--- src/rtl/pft_pkg.sv ---
package pft_pkg;
  localparam int FRAME_W      = 11;
  localparam int PAY_W        = 4;
  localparam int BIT_SLICES   = 4;
  localparam int FRAME_SLICES = (FRAME_W + 1) * BIT_SLICES + 1;
  typedef logic [FRAME_W-1:0] frame_t;

  function automatic frame_t build_frame(input logic [PAY_W-1:0] pay, input logic gender,
                                         input logic utype, input logic pchg);
    return {1'b1, 1'b0, gender, utype, pchg, 1'b0, pay, 1'b0};
  endfunction
endpackage

--- src/rtl/pft_prng.sv ---
module pft_prng #(
  parameter int LFSR_W = 16,
  parameter int ENT_W  = 4,
  parameter logic [LFSR_W-1:0] SEED = 16'h0001
) (
  input  logic              clk,
  input  logic              rst,
  input  logic              tick,
  input  logic              wrap,
  input  logic [ENT_W-1:0]  entropy,
  output logic [LFSR_W-1:0] lfsr_q
);
  logic fb;
  assign fb = lfsr_q[LFSR_W-1] ^ lfsr_q[1] ^ lfsr_q[0];

  always_ff @(posedge clk) begin
    if (rst)       lfsr_q <= SEED;
    else if (wrap) lfsr_q <= {lfsr_q[LFSR_W-ENT_W-1:0], entropy};
    else if (tick) lfsr_q <= {lfsr_q[LFSR_W-2:0], fb};
  end

  assert_entropy_in_R7: assert property (@(posedge clk) disable iff (rst)
    wrap |=> lfsr_q[ENT_W-1:0] == $past(entropy));
  assert_shift_step_R7: assert property (@(posedge clk) disable iff (rst)
    (tick && !wrap) |=> lfsr_q[LFSR_W-1:1] == $past(lfsr_q[LFSR_W-2:0]));
endmodule

--- src/rtl/pft_seq.sv ---
module pft_seq
  import pft_pkg::*;
#(
  parameter int CYC_W   = 13,
  parameter int SLOT_W  = 3,
  parameter int SLICE_W = 4,
  parameter int LEAD    = 12,
  localparam int SPAN_W = CYC_W - SLOT_W,
  localparam int WIN    = LEAD + (FRAME_SLICES << SLICE_W),
  localparam int OFS_W  = $clog2(WIN + 1),
  localparam int SLC_W  = $clog2(FRAME_SLICES)
) (
  input  logic              clk,
  input  logic              rst,
  input  logic              tick,
  input  logic [SLOT_W-1:0] slot_pick,
  output logic              wrap_o,
  output logic              launch_o,
  output logic              busy_q,
  output logic              tx_q,
  output logic [SLC_W-1:0]  slice_q
);
  logic [CYC_W-1:0]   ctr_q, ctr_n, start_n;
  logic [SLOT_W-1:0]  slot_q, slot_n;
  logic               armed_q, armed_n;
  logic [OFS_W-1:0]   ofs_q;
  logic [SLICE_W-1:0] sub_q;

  always_comb begin
    ctr_n    = ctr_q + 1'b1;
    wrap_o   = tick && (&ctr_q);
    slot_n   = wrap_o ? slot_pick : slot_q;
    armed_n  = armed_q | wrap_o;
    start_n  = {slot_n, {SPAN_W{1'b0}}};
    launch_o = tick && armed_n && (ctr_n == start_n);
  end

  always_ff @(posedge clk) begin
    if (rst) begin
      ctr_q <= '0; slot_q <= '0; armed_q <= 1'b0;
    end else if (tick) begin
      ctr_q <= ctr_n; slot_q <= slot_n; armed_q <= armed_n;
    end
  end

  always_ff @(posedge clk) begin
    if (rst) begin
      busy_q <= 1'b0; tx_q <= 1'b0; ofs_q <= '0; sub_q <= '0; slice_q <= '0;
    end else if (launch_o) begin
      busy_q <= 1'b1; tx_q <= 1'b0; ofs_q <= '0;
    end else if (tick && busy_q) begin
      ofs_q <= ofs_q + 1'b1;
      if (ofs_q == OFS_W'(WIN - 1)) begin
        busy_q <= 1'b0; tx_q <= 1'b0;
      end else if (ofs_q == OFS_W'(LEAD - 1)) begin
        tx_q <= 1'b1; sub_q <= '0; slice_q <= '0;
      end else if (tx_q) begin
        sub_q <= sub_q + 1'b1;
        if (&sub_q) slice_q <= slice_q + 1'b1;
      end
    end
  end

  assert_idle_until_wrap_R1: assert property (@(posedge clk) disable iff (rst)
    !armed_q |-> !busy_q);
  assert_slot_hold_R6: assert property (@(posedge clk) disable iff (rst)
    busy_q |=> $stable(slot_q));
  assert_slice_bound_R4: assert property (@(posedge clk) disable iff (rst)
    tx_q |-> (busy_q && slice_q < SLC_W'(FRAME_SLICES)));
endmodule

--- src/rtl/pft_lane.sv ---
module pft_lane
  import pft_pkg::*;
#(
  parameter int SLC_W = 6
) (
  input  logic             clk,
  input  logic             rst,
  input  logic             launch,
  input  frame_t           frame_in,
  input  logic             tx,
  input  logic [SLC_W-1:0] slice,
  output logic             pulse_q
);
  frame_t             frame_q, shifted;
  logic [SLC_W-3:0]   bitn;
  logic [1:0]         phase;
  logic               bit_val, pulse_d;

  always_comb begin
    bitn    = slice[SLC_W-1:2];
    phase   = slice[1:0];
    shifted = frame_q << bitn;
    bit_val = (bitn == (SLC_W-2)'(FRAME_W)) ? ^frame_q : shifted[FRAME_W-1];
    pulse_d = tx && ((phase == 2'd0) || (phase == 2'd2 && bit_val));
  end

  always_ff @(posedge clk) begin
    if (rst) begin
      frame_q <= '0; pulse_q <= 1'b0;
    end else begin
      if (launch) frame_q <= frame_in;
      pulse_q <= pulse_d;
    end
  end

  assert_frame_marks_R2: assert property (@(posedge clk) disable iff (rst)
    launch |=> (frame_q[FRAME_W-1] && !frame_q[FRAME_W-2] && !frame_q[5] && !frame_q[0]));
endmodule

--- src/rtl/pulse_frame_tx.sv ---
module pulse_frame_tx
  import pft_pkg::*;
#(
  parameter int CHANNELS = 4,
  parameter int CYC_W    = 13,
  parameter int SLOT_W   = 3,
  parameter int SLICE_W  = 4,
  parameter int LEAD     = 12,
  parameter int LFSR_W   = 16,
  parameter int ENT_W    = 4,
  localparam int SLC_W   = $clog2(FRAME_SLICES)
) (
  input  logic                      clk,
  input  logic                      rst,
  input  logic                      tick,
  input  logic [CHANNELS*PAY_W-1:0] payload_i,
  input  logic                      unit_type_i,
  input  logic                      prog_chg_i,
  input  logic [ENT_W-1:0]          entropy_i,
  output logic [CHANNELS-1:0]       pulse_o,
  output logic                      busy_o
);
  logic              wrap, launch, busy_q, tx_q;
  logic [SLC_W-1:0]  slice_q;
  logic [LFSR_W-1:0] lfsr_q;

  pft_prng #(.LFSR_W(LFSR_W), .ENT_W(ENT_W)) u_prng (
    .clk(clk), .rst(rst), .tick(tick), .wrap(wrap), .entropy(entropy_i), .lfsr_q(lfsr_q));

  pft_seq #(.CYC_W(CYC_W), .SLOT_W(SLOT_W), .SLICE_W(SLICE_W), .LEAD(LEAD)) u_seq (
    .clk(clk), .rst(rst), .tick(tick), .slot_pick(lfsr_q[SLOT_W-1:0]),
    .wrap_o(wrap), .launch_o(launch), .busy_q(busy_q), .tx_q(tx_q), .slice_q(slice_q));

  for (genvar c = 0; c < CHANNELS; c++) begin : g_lane
    frame_t frm;
    assign frm = build_frame(payload_i[c*PAY_W +: PAY_W], c[0], unit_type_i, prog_chg_i);
    pft_lane #(.SLC_W(SLC_W)) u_lane (
      .clk(clk), .rst(rst), .launch(launch), .frame_in(frm), .tx(tx_q),
      .slice(slice_q), .pulse_q(pulse_o[c]));
  end

  always_ff @(posedge clk) begin
    if (rst) busy_o <= 1'b0;
    else     busy_o <= busy_q;
  end

  assert_pulse_needs_busy_R9: assert property (@(posedge clk) disable iff (rst)
    (|pulse_o) |-> busy_o);
  assert_quiet_lead_R8: assert property (@(posedge clk) disable iff (rst)
    $rose(busy_o) |-> (pulse_o == '0));
endmodule

--- config.mk ---
export PLATFORM = sky130hd
export DESIGN_NAME = pulse_frame_tx
export DESIGN_NICKNAME = d
export VERILOG_FILES = /design/src/rtl/pft_pkg.sv /design/src/rtl/pft_prng.sv /design/src/rtl/pft_seq.sv /design/src/rtl/pft_lane.sv /design/src/rtl/pulse_frame_tx.sv
export SDC_FILE = /design/constraint.sdc
export NUM_CORES = 1
export LEC_CHECK = 0
export ABC_AREA = 1
export BUFFER_PORTS_ARGS = -buffer_cell sky130_fd_sc_hd__buf_2
export CAP_MARGIN = 40
export CORE_MARGIN = 3
export CORE_UTILIZATION = 37
export DETAILED_ROUTE_END_ITERATION = 10
export HOLD_SLACK_MARGIN = 0.12
export PLACE_DENSITY = 0.61
export SLEW_MARGIN = 0
export SYNTH_ARGS = -nofsm -noshare
export SYNTH_HDL_FRONTEND = slang
export SYNTH_SLANG_ARGS = --single-unit
--- constraint.sdc ---
create_clock -name clk -period 6.9 [get_ports clk]
set_clock_uncertainty 0.15 [all_clocks]
set_input_delay 0.69 -clock clk [delete_from_list [all_inputs] [get_ports clk]]
set_output_delay 0.69 -clock clk [all_outputs]
set_load 0.01 [all_outputs]
Word-level counts from Yosys, hierarchy flattened --
Cells that the tools add are included.
Word-level totals: register bits after elaboration 88, input port bits 25, output and inout bits 5, logic and storage cells 87
Cells by class: $add $sub $neg 4, equality and inequality tests 5, shift-type cells 4, mux-type cells 17, bitwise logic cells 5, reductions and logical operators 34
Operator list (number):
- parity 11 bit | 4
- left shift 11 x 4 -> 11 bit | 4
- two-way mux 16 bit | 2
- two-way mux 6 bit | 3
- adder 13 x 1 -> 13 bit (second input constant) | 1
- equality test 13 bit | 1
- AND reduction 13 bit | 1
- logical AND 1 bit | 12
- nonzero test 2 bit | 6
- adder 10 x 1 -> 10 bit (second input constant) | 1
- equality test 10 bit (second input constant) | 1
- equality test 10 x 4 -> 1 bit (second input constant) | 1
- two-way mux 1 bit | 9
- two-way mux 4 bit | 2
- AND reduction 4 bit | 2
- adder 6 x 1 -> 6 bit (second input constant) | 1
- AND reduction 5 bit | 1
- adder 4 x 1 -> 4 bit (second input constant) | 1
- equality test 4 bit (second input constant) | 1
- logical OR 1 bit | 4
- AND reduction 2 bit | 2
- two-way mux 3 bit | 1
- equality test 2 bit (second input constant) | 1
- zero test 2 bit | 1
- other kinds (4) | 6

Longest topological paths before layout --
Gate-level depths: netlist (run 1).
depth in word-level cells 7, gate-level depth with buffers 16

Modules after synthesis --
Synthesis (run 1) repeated with hierarchy kept, for this count alone.
Second synthesis, totals: cells, all modules 1059, area, all modules 6417.4 um2
Modules (own cells, without submodules):
- pft_lane | instances 4, cells each 141, area an instance 785.8 um2
- pft_seq | instances 1, cells each 359, area an instance 2388.5 um2
- pft_prng | instances 1, cells each 131, area an instance 848.3 um2
- pulse_frame_tx | instances 1, cells each 5, area an instance 37.5 um2

Worst setup path before layout (run 1) --
Ideal clock, no wire load.
path type input to register, from input port tick, to register u_seq.ofs_q[9], data arrival time 1917 ps, path slack 4718 ps, stages on the path 9, cells stage by stage buf_4 nand2_1 buf_2 nor4_1 nand3_1 nor2_1 nand2_1 xor2_1 nor2_1
On the way: word-level cells in the longest chain between the ends 5, elaborated cells between the ends (all ways) 8, classes of those cells eq/ne (1); mux (1); bitwise (1); reduce/logical (5)
RTL lines:
- start: declaration | RTL line pulse_frame_tx.sv:15 | input logic tick,
- logical AND 1 bit | RTL line pft_seq.sv:31 | wrap_o = tick && (&ctr_q);
- two-way mux 3 bit / OR 1 bit (equally long branches) | RTL line pft_seq.sv:32, pft_seq.sv:33
- equality test 13 bit / logical AND 1 bit (equally long branches) | RTL line pft_seq.sv:35 | launch_o = tick && armed_n && (ctr_n == start_n);
- logical AND 1 bit | RTL line pft_seq.sv:35
- OR reduction 2 bit (no source line)
- end signal: assignment | RTL line pft_seq.sv:52 | ofs_q <= ofs_q + 1'b1;
- end: declaration | RTL line pft_seq.sv:26 | logic [OFS_W-1:0] ofs_q;
Parallel ways exist; a longest one is shown, timed or not. A chain may end at the register's enable or synchronous reset.

Final worst setup path (run 1) --
from register u_seq.ctr_q[0], to register g_lane[2].u_lane.frame_q[1]
On the way: word-level cells in the longest chain between the ends 5, elaborated cells between the ends (all ways) 8, classes of those cells add/sub (1); eq/ne (1); mux (1); bitwise (1); reduce/logical (4)
RTL lines:
- start: declaration | RTL line pft_seq.sv:23 | logic [CYC_W-1:0] ctr_q, ctr_n, start_n;
- start signal: assignment | RTL line pft_seq.sv:42 | ctr_q <= ctr_n; slot_q <= slot_n; armed_q <= armed_n;
- branches (longest 4 deep; another with adder 13 x 1 -> 13 bit)
- logical AND 1 bit * | RTL line pft_seq.sv:35
- end signal: assignment | RTL line pft_lane.sv:31 | if (launch) frame_q <= frame_in;
- end: declaration | RTL line pft_lane.sv:14 | frame_t frame_q, shifted;
Mark *: on every way between the ends.

==> flow_metrics.py, run 1 <==
metrics = {
    "status": {
        "status": "finished, final reports clean",
    },
    "layout": {
        "final-seq-area_sq_um": 1580,
        "multiInputGateArea_sq_um": 2210,
        "fillers": 1141,
        "area_growth_pct": 11.7,
        "fin_area_sq_um": 4860,
        "n_antenna_cell": 0,
        "drive_gt1_share_pct": 10.6,
        "nNetsFinal": 669,
    },
    "die": {
        "num_rows": 38,
        "die_h_um": 114,
        "die_w_um": 114,
        "initial_core_util_pct": 38.9,
        "fp.dieArea_sq_um": 13100,
        "io_pins": 30,
        "core_area_sq_um": 11200,
    },
    "grt": {
        "antenna_found_initial": 0,
        "use_met3_pct": 3.59,
        "grt_util_all_layers_pct": 15.4,
        "grt_pass1_wl_mm": 16.8,
        "busiest_layer": "met2",
        "grt_max_degree": 45,
        "met2_usage_pct": 26.6,
        "overflow": 0,
        "grt_pass1_vias": 3699,
        "grt.met1_usage_pct": 19.6,
    },
    "synth": {
        "synth_top_area_cell": "dfxtp_1",
        "syn_nets": 653,
        "synth.distinct_cells": 42,
        "synth.most_common_cell": "nand2_1",
        "syn_area_sq_um": 4350,
        "yosys_warnings": 0,
        "avgSynthCellArea_sq_um": 7.00,
        "yosys-top-cells-count": "nand2_1, inv_1, dfxtp_1",
        "seq_area_frac_synth_pct": 36.4,
        "synth_ff_type": "dfxtp_1",
        "synth.top_cell.area_share_pct": 36.4,
        "synth_top_cells_by_area": "dfxtp_1, nand2_1, inv_1",
        "synth_edf_count": 0,
        "ys_ff_latch": 79,
        "synthArstFlopShare_pct": 0,
        "synthCells": 621,
    },
    "timing": {
        "final.period_utilization_pct": 43.4,
        "timing.fmax_ghz": 0.334,
        "tightest_slew_ps": 777,
        "timing.setup.tns_ps": 0,
        "hold_viol": 0,
        "setup_viol": 0,
        "min_period_ps": 2990,
        "slew_headroom_pct": 48.0,
        "slew_violations": 0,
        "rsz0062_at_grt": "false",
    },
    "min_path": {
        "min_from": "u_seq.slot_q[1]",
        "min_path_cells": 2,
        "hold_path_class": "reg -> reg",
        "min_delay_worst_endpoint": "u_seq.slot_q[1]",
    },
    "critical_path": {
        "critPathMostFrequentCell": "nand3_1",
        "crit_chain": "ha_1 -> nand2_2 -> nor2_4 -> nand2_4 -> nor2_4 -> nand3_1 -> nand3_1 -> nand2_1 -> nor2_2 -> nand3_1 -> o22ai_1",
        "r2r_end": "g_lane[2].u_lane.frame_q[1]",
        "critPathMaxStageDelay_ps": 560,
        "path_class": "reg -> reg",
        "cpMaxStageDelayCell": "nand3_1",
        "cp.buffers_inverters": 0,
        "crit_family": "simple AND/OR/NAND/NOR gates",
        "end_kind": "flop",
        "cp.arrival_ps": 3080,
        "reg2reg_from": "u_seq.ctr_q[0]",
        "cp_data_required_time_ps": 6990,
        "worst_setup_path_start_kind": "flop",
        "rr_worst_depth": 11,
        "path_max_fanout": 20,
        "r2r_slack_ps": 3910,
    },
    "clocking": {
        "postCtsSetupRepairBufs": 0,
        "htreeDepth": 3,
        "ctsResizeCount": 0,
        "cts_hold_buf": 0,
        "cts_sinks": 79,
        "cts_buffers": 9,
        "path_clk_slew_ps": 60,
        "cts_root_buf": "clkbuf_16",
        "clkLatencyLatePin_ps": 330,
        "cts_tree": "built",
        "cts_buffer_depth": 2,
    },
    "route": {
        "wl_per_cell_um": 12.2,
        "firstDrtPassIters": 4,
        "postRouteAntennaNets": 0,
        "drc": 0,
        "finalWirelength_mm": 9.54,
        "drtIter0Drc": 118,
        "vias": 3893,
        "viasPerCell": 4.98,
    },
    "flow_run": {
        "maxCapViolCount": 0,
    },
    "pwr": {
        "ir_worst_vdd_v": 0.000166,
        "p_per_area_nw_per_um2": 214,
        "p_leak_nw": 2.11,
    },
    "placement": {
        "port_buffers": 29,
        "dpl-instance-area_sq_um": 4530,
        "hpwl_mm": 6.85,
        "routabilityCongestion": 0.836,
    },
}
## per-layer routing
layer	share of wire, %	routed length, um	vias to the layer above
li1	-	-	2035
met1	47	4500	1791
met2	49	4650	61
met3	3.5	331	6
met4	0.60	57	0
met5	0	0	-
## worst register-to-register path, stage by stage (launching register included)
cell,delay [ps]
dfxtp_1,430
ha_1,290
nand2_2,100
nor2_4,150
nand2_4,90
nor2_4,190
nand3_1,160
nand3_1,150
nand2_1,80
nor2_2,150
nand3_1,560
o22ai_1,390
## area by class of cell
cell class                      instances  area share [%]
Multi-Input combinational cell        406            45.4
Clock buffer                           11            5.00
Tap cell                              140            3.61
Clock inverter                          5            1.67
Timing Repair Buffer                   30            3.14
Inverter                              111            8.58
Sequential cell                        79            32.6
## worst max-delay path by stage
stage                   start                     endpoint  depth (start not counted)
4_1_cts        u_seq.ctr_q[0]  g_lane[0].u_lane.frame_q[3]                         11
3_3_place_gp             tick  g_lane[0].u_lane.frame_q[1]                         11
6_report       u_seq.ctr_q[0]  g_lane[2].u_lane.frame_q[1]                         11
5_1_grt        u_seq.ctr_q[0]  g_lane[0].u_lane.frame_q[3]                         11
2_1_floorplan            tick               u_seq.ofs_q[9]                          9
3_5_place_dp             tick  g_lane[3].u_lane.frame_q[2]                          7
## layout by cell type, fill, tap and decap left out, types with 10 or more instances in the layout
master,count
nand4_1,19
nand2_1,116
dfxtp_1,79
inv_1,108
nor2_1,50
o22ai_1,10
xor2_1,16
a21oi_1,19
o21ai_0,45
buf_2,29
xnor2_1,15
nand3_1,44
## cell families (layout without fill, tap and decap cells)
family          Yosys count  after routing  share of synthesized area, %
compound gates          108            108                          14.9
xor+xnor                 31             31                          6.25
flops                    79             79                          36.4
fa+ha+maj                 7              7                          2.01
simple gates            260            260                          27.6
buf+inv                 136            157                          12.9
## through the flow
stage / setup WS, ps / cells / util [%] / hold WS [ps] / power (W)
final: 3910 / 782 / 43.5 / 338 / 0.00104
after global routing: 3640 / 782 / 43.5 / 370 / 0.00108
after global placement: 3830 / 766 / 40.6 / 321 / 0.000538
after floorplan: 4720 / 621 / - / 287 / 0.000521
after CTS: 3910 / 782 / 43.5 / 341 / 0.00105
after detailed placement: 3700 / 766 / 40.6 / 332 / 0.000539
## power by group
| group | internal, W | leakage, nW | switching [W] |
|---|---|---|---|
| clock | 0.000327 | 0.156 | 0.000186 |
| sequential | 0.000465 | 0.641 | 0.00000877 |
| combinational | 0.0000198 | 1.31 | 0.0000348 |
## flip-flops by register name, summed over array words and instances, names as in the netlist
name	flops
busy_o	1
g_lane.u_lane.frame_q	19
g_lane.u_lane.pulse_q	4
u_prng.lfsr_q	16
u_seq.armed_q	1
u_seq.busy_q	1
u_seq.ctr_q	13
u_seq.ofs_q	10
u_seq.slice_q	6
u_seq.slot_q	3
u_seq.sub_q	4
u_seq.tx_q	1
No activity file was read; power rests on OpenSTA's default activity.
==> run 2: changes to the inputs <==
==> constraint.sdc (replaced) <==
create_clock -name clk -period 3.1 [get_ports clk]
set_clock_uncertainty 0.15 [all_clocks]
set_input_delay 0.31 -clock clk [delete_from_list [all_inputs] [get_ports clk]]
set_output_delay 0.31 -clock clk [all_outputs]
set_load 0.01 [all_outputs]
==> flow_metrics.py, run 2 (synthesis results as in run 1) <==
metrics = {
    "status": {
        "status": "finished, final reports clean",
    },
    "critical_path": {
        "rr_worst_depth": 13,
        "worstSetupStartpoint": "u_seq.ctr_q[0]",
        "end_kind": "flop",
        "reg2reg_from": "u_seq.ctr_q[0]",
        "worst_setup_path_start_kind": "flop",
        "path_max_fanout": 23,
        "r2r_slack_ps": 330,
        "cp.buffers_inverters": 1,
        "crit_cells": 13,
        "cp_data_required_time_ps": 3190,
        "crit_family": "simple AND/OR/NAND/NOR gates",
        "cpMaxStageDelayCell": "dfxtp_1",
        "cp.arrival_ps": 2860,
        "crit_chain": "ha_1 -> nand2_2 -> nor2_4 -> nand2_4 -> inv_2 -> nand3_2 -> nand2_1 -> nand3_1 -> nand2_1 -> nor2_1 -> nand2_2 -> nand2_4 -> a211oi_1",
        "crit_path_end": "u_seq.tx_q",
        "critPathMaxStageDelay_ps": 420,
        "r2r_end": "u_seq.tx_q",
        "path_class": "reg -> reg",
    },
    "timing": {
        "timing.fmax_ghz": 0.361,
        "hold_viol": 0,
        "tightest_slew_ps": 707,
        "setup_viol": 0,
        "slew_violations": 0,
        "min_period_ps": 2770,
        "final.period_utilization_pct": 89.4,
        "timing.setup.tns_ps": 0,
        "rsz0062_at_grt": "false",
        "slew_headroom_pct": 52.3,
    },
    "die": {
        "io_pins": 30,
        "initial_core_util_pct": 38.9,
        "die_h_um": 114,
        "num_rows": 38,
        "core_area_sq_um": 11200,
        "die_w_um": 114,
        "fp.dieArea_sq_um": 13100,
    },
    "route": {
        "drtIter0Drc": 222,
        "drc": 0,
        "viasPerCell": 4.92,
        "wl_per_cell_um": 12.1,
        "postRouteAntennaNets": 0,
        "vias": 3963,
        "finalWirelength_mm": 9.78,
        "firstDrtPassIters": 5,
    },
    "layout": {
        "final_cell_mix": "nand2_1, inv_1, dfxtp_1",
        "final-seq-area_sq_um": 1580,
        "drive_gt1_share_pct": 10.5,
        "largest_reg_flops": 19,
        "regMostFlops": "g_lane.u_lane.frame_q",
        "fillers": 1103,
        "nNetsFinal": 693,
        "fin_cells": 806,
        "layout_commonest_cell": "nand2_1",
        "multiInputGateArea_sq_um": 2210,
        "area_growth_pct": 16.0,
        "top_regs": "g_lane.u_lane.frame_q (19), u_prng.lfsr_q (16), u_seq.ctr_q (13)",
        "n_antenna_cell": 0,
    },
    "clocking": {
        "postCtsSetupRepairBufs": 0,
        "cts_root_buf": "clkbuf_16",
        "cts_buffers": 9,
        "clkLatencyLatePin_ps": 340,
        "path_clk_slew_ps": 60,
        "htreeDepth": 3,
        "cts_tree": "built",
        "cts_sinks": 79,
        "cts_buffer_depth": 2,
    },
    "placement": {
        "routabilityCongestion": 0.858,
        "hpwl_mm": 6.89,
        "dp_cells": 768,
        "port_buffers": 29,
    },
    "grt": {
        "grt_util_all_layers_pct": 15.8,
        "overflow": 0,
        "grt_max_degree": 43,
        "grt_pass1_vias": 3805,
        "antenna_found_initial": 0,
        "grt_pass1_wl_mm": 17.2,
    },
    "min_path": {
        "hold_path_class": "in -> reg",
    },
    "pwr": {
        "p_per_area_nw_per_um2": 433,
        "ir_worst_vdd_v": 0.000286,
        "p_leak_nw": 2.19,
    },
    "flow_run": {
        "maxCapViolCount": 0,
    },
}
## run 2: through the flow
step | util, % | setup slack [ps] | area (sq um) | hold WS, ps | power (W)
floorplan | - | 930 | 4350 | 282 | 0.00116
global placement | 40.7 | 514 | 4550 | 311 | 0.00120
detailed placement | 40.7 | 394 | 4550 | 319 | 0.00120
CTS | 45.1 | 352 | 5040 | 190 | 0.00221
global route | 45.1 | 16.6 | 5040 | 201 | 0.00228
finish | 45.1 | 327 | 5040 | 195 | 0.00218
## run 2: area by class of cell
| class | instances | share of cell area [%] |
|---|---|---|
| timing repair buffer | 54 | 7.69 |
| tap | 140 | 3.47 |
| clock inverter | 4 | 0.397 |
| sequential | 79 | 31.4 |
| inverter | 111 | 8.26 |
| multi-input combinational | 406 | 43.7 |
| clock buffer | 12 | 5.09 |
## run 2: worst min path at each step
stage	startpoint	end	slack, ps	cells after the start
after floorplan	entropy_i[0]	u_prng.lfsr_q[0]	280	2
after global placement	u_seq.busy_q	busy_o	310	2
after detailed placement	u_seq.busy_q	busy_o	320	2
after CTS	rst	busy_o	190	2
after global routing	rst	busy_o	200	2
final	rst	busy_o	190	2
## run 2: worst reg2reg max path, cell delays in order (launching register included)
cell	delay, ps
dfxtp_1	420
ha_1	280
nand2_2	100
nor2_4	160
nand2_4	90
inv_2	70
nand3_2	180
nand2_1	150
nand3_1	90
nand2_1	70
nor2_1	50
nand2_2	350
nand2_4	260
a211oi_1	260
## run 2: routing by layer
metal,track usage (%),wire length [um],part of all wire [%]
met5,0,0,0
met4,4.51,99,1.0
met3,3.81,360,3.7
met2,25.7,4470,46
met1,20.9,4850,50
## run 2: power by group
part | total [W] | leakage [nW] | internal (W) | switching [W]
clock | 0.000982 | 0.142 | 0.000580 | 0.000402
sequential | 0.00105 | 0.641 | 0.00104 | 0.0000195
combinational | 0.000145 | 1.41 | 0.0000630 | 0.0000819
## run 2: repair_timing
action / in CTS / in global routing
hold buffers: 22 / 0
gates resized for setup: 0 / 0
endpoints found under the hold margin: 22 / 0
